### src/rtl/tmisr_pkg.sv
package tmisr_pkg;

  // Strobes from the mode control to the datapath
  typedef struct packed {
    logic advance;  // register takes its next state on this edge
    logic showReg;  // output multiplexer selects the register
  } tmisrStrobe_t;

endpackage

### src/rtl/tmisr_ctrl.sv
module tmisr_ctrl
  import tmisr_pkg::*;
(
  input  logic         testMode,
  output tmisrStrobe_t strobe
);

  // Mode decode is purely combinational so a mode change reaches the mux at once
  always_comb begin
    strobe.advance = testMode;
    strobe.showReg = testMode;
  end

endmodule

### src/rtl/tmisr_dp.sv
module tmisr_dp
  import tmisr_pkg::*;
#(
  parameter int unsigned       WIDTH    = 8,
  parameter logic [WIDTH-1:0]  TAP_MASK = 8'hB8,
  parameter logic [WIDTH-1:0]  SEED     = 8'h01
)(
  input  logic             clk,
  input  logic             rstN,
  input  tmisrStrobe_t     strobe,
  input  logic [WIDTH-1:0] dataIn,
  output logic [WIDTH-1:0] state,
  output logic [WIDTH-1:0] dataOut
);

  localparam int unsigned MSB = WIDTH - 1;

  logic [MSB:0] stateQ;
  logic [MSB:0] stateNext;
  logic [MSB:0] shiftIn;
  logic         feedback;

  assign feedback = ^(stateQ & TAP_MASK);

  for (genvar i = 0; i < WIDTH; i++) begin : gBit
    if (i == 0) begin : gLsb
      assign shiftIn[i] = feedback;
    end else begin : gUpper
      assign shiftIn[i] = stateQ[i-1];
    end
    assign stateNext[i] = shiftIn[i] ^ dataIn[i];
    assign dataOut[i]   = strobe.showReg ? stateQ[i] : dataIn[i];
  end

  always_ff @(posedge clk or negedge rstN) begin
    if (!rstN) begin
      stateQ <= SEED;
    end else if (strobe.advance) begin
      stateQ <= stateNext;
    end
  end

  assign state = stateQ;

endmodule

### src/rtl/tmisr_reg.sv
module tmisr_reg
  import tmisr_pkg::*;
#(
  parameter int unsigned       WIDTH    = 8,
  parameter logic [WIDTH-1:0]  TAP_MASK = 8'hB8,
  parameter logic [WIDTH-1:0]  SEED     = 8'h01
)(
  input  logic             clk,
  input  logic             rstN,
  input  logic             testMode,
  input  logic [WIDTH-1:0] dataIn,
  output logic [WIDTH-1:0] dataOut
);

  tmisrStrobe_t     strobe;
  logic [WIDTH-1:0] sigState;

  tmisr_ctrl uCtrl (
    .testMode (testMode),
    .strobe   (strobe)
  );

  tmisr_dp #(
    .WIDTH    (WIDTH),
    .TAP_MASK (TAP_MASK),
    .SEED     (SEED)
  ) uDp (
    .clk     (clk),
    .rstN    (rstN),
    .strobe  (strobe),
    .dataIn  (dataIn),
    .state   (sigState),
    .dataOut (dataOut)
  );

endmodule

### config.mk
export PLATFORM = sky130hd
export DESIGN_NAME = tmisr_reg
export DESIGN_NICKNAME = d
export VERILOG_FILES = /design/src/rtl/tmisr_pkg.sv /design/src/rtl/tmisr_ctrl.sv /design/src/rtl/tmisr_dp.sv /design/src/rtl/tmisr_reg.sv
export SDC_FILE = /design/constraint.sdc
export NUM_CORES = 1
export LEC_CHECK = 0
export BUFFER_PORTS_ARGS = -buffer_cell sky130_fd_sc_hd__buf_2
export CAP_MARGIN = 25
export CORE_AREA = 4 4 41 43
export CTS_BUF_LIST = sky130_fd_sc_hd__clkbuf_8
export DETAILED_ROUTE_END_ITERATION = 7
export DIE_AREA = 0 0 45 47
export GPL_ROUTABILITY_DRIVEN = 0
export GPL_TIMING_DRIVEN = 0
export PLACE_DENSITY = 0.66
export SETUP_SLACK_MARGIN = 0.5
export SYNTH_ARGS = -nofsm -noshare
export SYNTH_HDL_FRONTEND = slang
export SYNTH_SLANG_ARGS = --single-unit
### constraint.sdc
create_clock -name clk -period 3.8 [get_ports clk]
set_clock_uncertainty 0.1 [all_clocks]
set_input_delay 0.38 -clock clk [delete_from_list [all_inputs] [get_ports clk]]
set_output_delay 0.38 -clock clk [all_outputs]
set_load 0.005 [all_outputs]
After elaboration in Yosys (flattened, before gate mapping) --
Index checks and enable logic that the tools add are counted.
Word-level totals: logic and storage cells 18, output and inout bits 8, bits of input ports 11, register bits 8
Cells by class: bitwise operators 8, mux-type cells 8, reduce and logical (&&, ||, !) cells 1
Operators with widths (count):
- two-way mux 1 bit | 8
- parity 8 bit | 1
- bitwise XOR 1 bit | 8

Logic depth before layout (Yosys ltp) --
depth after elaboration 2, mapped depth 3, gate-level depth less buffers 3

By module --
From an unflattened synthesis, not the netlist that was laid out.
Second synthesis, totals: cells, all modules 45, area, all modules 510.5 um^2
By module, submodules not included:
- tmisr_dp | area each 495.5 um^2, seq. area each 201.4 um^2, times used 1, cells an instance 43
- tmisr_ctrl | area each 15.0 um^2, seq. area each 0.0 um^2, times used 1, cells an instance 2

Worst setup path before layout --
OpenSTA, ideal clock, no wires.
kind input port to output port, start in testMode, end out dataOut[0], path slack 2413 ps, buffers on the path 1, data required time 3320 ps, data arrival time 907 ps, cell stages on the path 2, path through buf_2 mux2_2
On the way: word-level cells in the longest chain between the ends 1
RTL lines:
- start, declared | RTL line tmisr_reg.sv:10 | input logic testMode,
- two-way mux 1 bit | RTL line tmisr_dp.sv:32 | assign dataOut[i] = strobe.showReg ? stateQ[i] : dataIn[i];
- end, declared | RTL line tmisr_reg.sv:12 | output logic [WIDTH-1:0] dataOut
Every way passes these cells.

Worst setup path in the final report --
start in testMode, end out dataOut[2]
Same word-level chain as after synthesis.

==> impl_metrics.py <==
metrics = {
    "hold_path": {
        "hold_path.class": "input port to flop",
        "hold_path.startpoint": "dataIn[4]",
    },
    "floorplanning": {
        "dieArea_um2": 2120,
        "io_pins": 19,
        "start_util_pct": 37.3,
        "num_rows": 13,
        "die_h_um": 47,
        "core_um2": 1300,
        "die_x_um": 45,
    },
    "sta": {
        "fin_crit_sh_pct": 45.1,
        "max_clock_freq_ghz": 0.584,
        "tightestPinTransition_ns": 0.428,
        "setup_viol": 0,
        "hold_viol_final": 0,
        "fin_tns_setup_ns": 0,
        "timing.hold.ws_ns": 0.352,
        "min_period_ns": 1.71,
        "slew_violations": 0,
        "max-slew-margin-rel_pct": 71.4,
        "rsz0062_at_grt": "no",
        "worst_slack_ns": 2.09,
    },
    "clocking": {
        "clock-root-buffer": "clkbuf_8",
        "cts-htree-levels": 1,
        "numCtsBuffers": 3,
        "clock_latency_ns": 0.23,
        "cts_sinks": 8,
        "cts_tree": "done",
        "post_cts_buffers": 0,
        "clockBufferDepth": 2,
        "clkTransAtPathRegs_ns": 0.04,
        "cts_resized": 0,
    },
    "grt": {
        "grt_max_degree": 11,
        "globalRouteTotalUtil_pct": 10.1,
        "grt_pass1_wl_mm": 1.56,
        "grt_overflow_total": 0,
        "grt_pass1_vias": 389,
        "antenna_found_initial": 0,
    },
    "drt": {
        "avgViaCountPerCell": 4.63,
        "ant_nets": 0,
        "first_pass_iters": 2,
        "routedWlPerCell_um": 11.5,
        "finalWirelength_um": 932,
        "first_iter_violations": 5,
        "drc": 0,
        "num_vias": 375,
    },
    "yosys": {
        "syn_nets": 54,
        "yosys.area_share.xor_xnor_pct": 22.4,
        "synth-compound-area-share_pct": 7.22,
        "synthMuxAreaShare_pct": 21.6,
        "synth_area_per_cell_um2": 11.3,
        "yosys_warnings": 0,
        "ys_types": 11,
        "syn_area_um2": 485,
        "synth_fa_ha_area_share_pct": 0,
        "synth_top_family_by_area": "XOR/XNOR gates",
        "postSynthCellCount": 43,
        "seq_area_frac_synth_pct": 41.5,
        "yosys.area_share.simple_pct": 5.41,
        "ys_ff_latch": 8,
    },
    "critical_path": {
        "crit_path_start_kind": "input port",
        "end_kind": "output pin",
        "path_common_cell": "buf_2",
        "r2r-start": "uDp.state[5]",
        "cp.arrival_ns": 1.23,
        "cp_slowest_cell": "mux2_2",
        "critPathMaxStageDelay_ns": 0.36,
        "startpoint": "testMode",
        "critPathTopFamily": "buffers and inverters",
        "cp.required_ns": 3.32,
        "path_class": "input port to output pin",
        "critPathBufInv": 3,
        "crit_chain": "buf_2 -> buf_2 -> mux2_2 -> buf_2",
        "crit_fanout": 10,
    },
    "place": {
        "hpwl_um": 722,
        "port_buffers": 18,
        "dp_slack_ns": 2.09,
    },
    "final_layout": {
        "layout_common_cells": "buf_2 (19), mux2_2 (8), xnor2_1 (8)",
        "drive_gt1_share_pct": 50.0,
        "area_delta_synth_final_pct": 33.8,
        "n_antenna_cell": 0,
        "final_common_cell": "buf_2",
        "largest_reg_flops": 8,
        "fin_nets": 78,
    },
    "flow_run": {
        "cap_viol_max_count": 0,
    },
    "power": {
        "peakVddDrop_mv": 0.307,
        "p_per_area_nw_per_um2": 609,
        "p_leak_nw": 0.295,
    },
    "outcome": {
        "status": "complete, no violations",
    },
}
==> cell usage after synthesis (all sizes together) <==
cell	count	area, µm²
a21oi	7	35.0
clkbuf	1	3.75
xnor3	1	22.5
mux2	9	105
buf	1	5.00
xor2	1	16.3
xnor2	8	70.1
nor2	7	26.3
dfstp	1	26.3
dfrtp	7	175
==> final timing paths <==
kind	end	slack, ns	cells after the start
worst max-delay path	dataOut[2]	2.09	4
worst min-delay path	uDp.state[4]	0.35	3
worst max register to register	uDp.state[0]	2.40	3
worst min register to register	uDp.state[6]	0.46	2
max in group asynchronous	uDp.state[0]	2.94	2
min in group asynchronous	uDp.state[2]	0.42	2
==> report_power, final <==
part | switching, mW | internal, mW
logic | 0.0486 | 0.0934
clock network | 0.0330 | 0.0699
registers | 0.0319 | 0.119
total | 0.114 | 0.282
==> cell families after synthesis <==
logic type      count (synthesis)
xor+xnor                       10
mux                             9
flops                           8
compound gates                  7
simple gates                    7
buf+inv                         2
==> through the flow <==
step	instance area, µm²	utilization, %	instances	total power, mW
2_1_floorplan	485	-	43	0.251
5_1_grt	649	49.9	81	0.422
3_3_place_gp	594	45.7	76	0.288
6_report	649	49.9	81	0.396
3_5_place_dp	594	45.7	76	0.294
4_1_cts	649	49.9	81	0.401
==> metal layers <==
| metal | global-route usage (%) | wire, µm | vias to the layer above |
|---|---|---|---|
| met5 | 0 | 0 | - |
| met4 | 7.02 | 6 | 0 |
| met3 | 1.53 | 57 | 2 |
| met2 | 16.4 | 410 | 13 |
| met1 | 12.4 | 457 | 169 |
| li1 | - | - | 191 |
==> worst min-delay path, cell delays in order <==
cell and delay (ns):
buf_2 0.09, xnor2_1 0.11, a21oi_1 0.06
==> layout make-up <==
type                       count  area, µm²
buffer                         2       8.76
clock inverter                 1       3.75
clock buffer                   3       41.3
multi-input combinational     33        275
tap                           15       18.8
fill                         135        652
timing repair buffer          19        100
sequential                     8        201
==> what timing repair did <==
| item | CTS | global route |
|---|---|---|
| endpoints found under the hold margin | 7 | 0 |
| hold buffers | 1 | 0 |
| setup endpoints to repair | 0 | 0 |
Note: power is estimated with default switching activity, not from simulation.
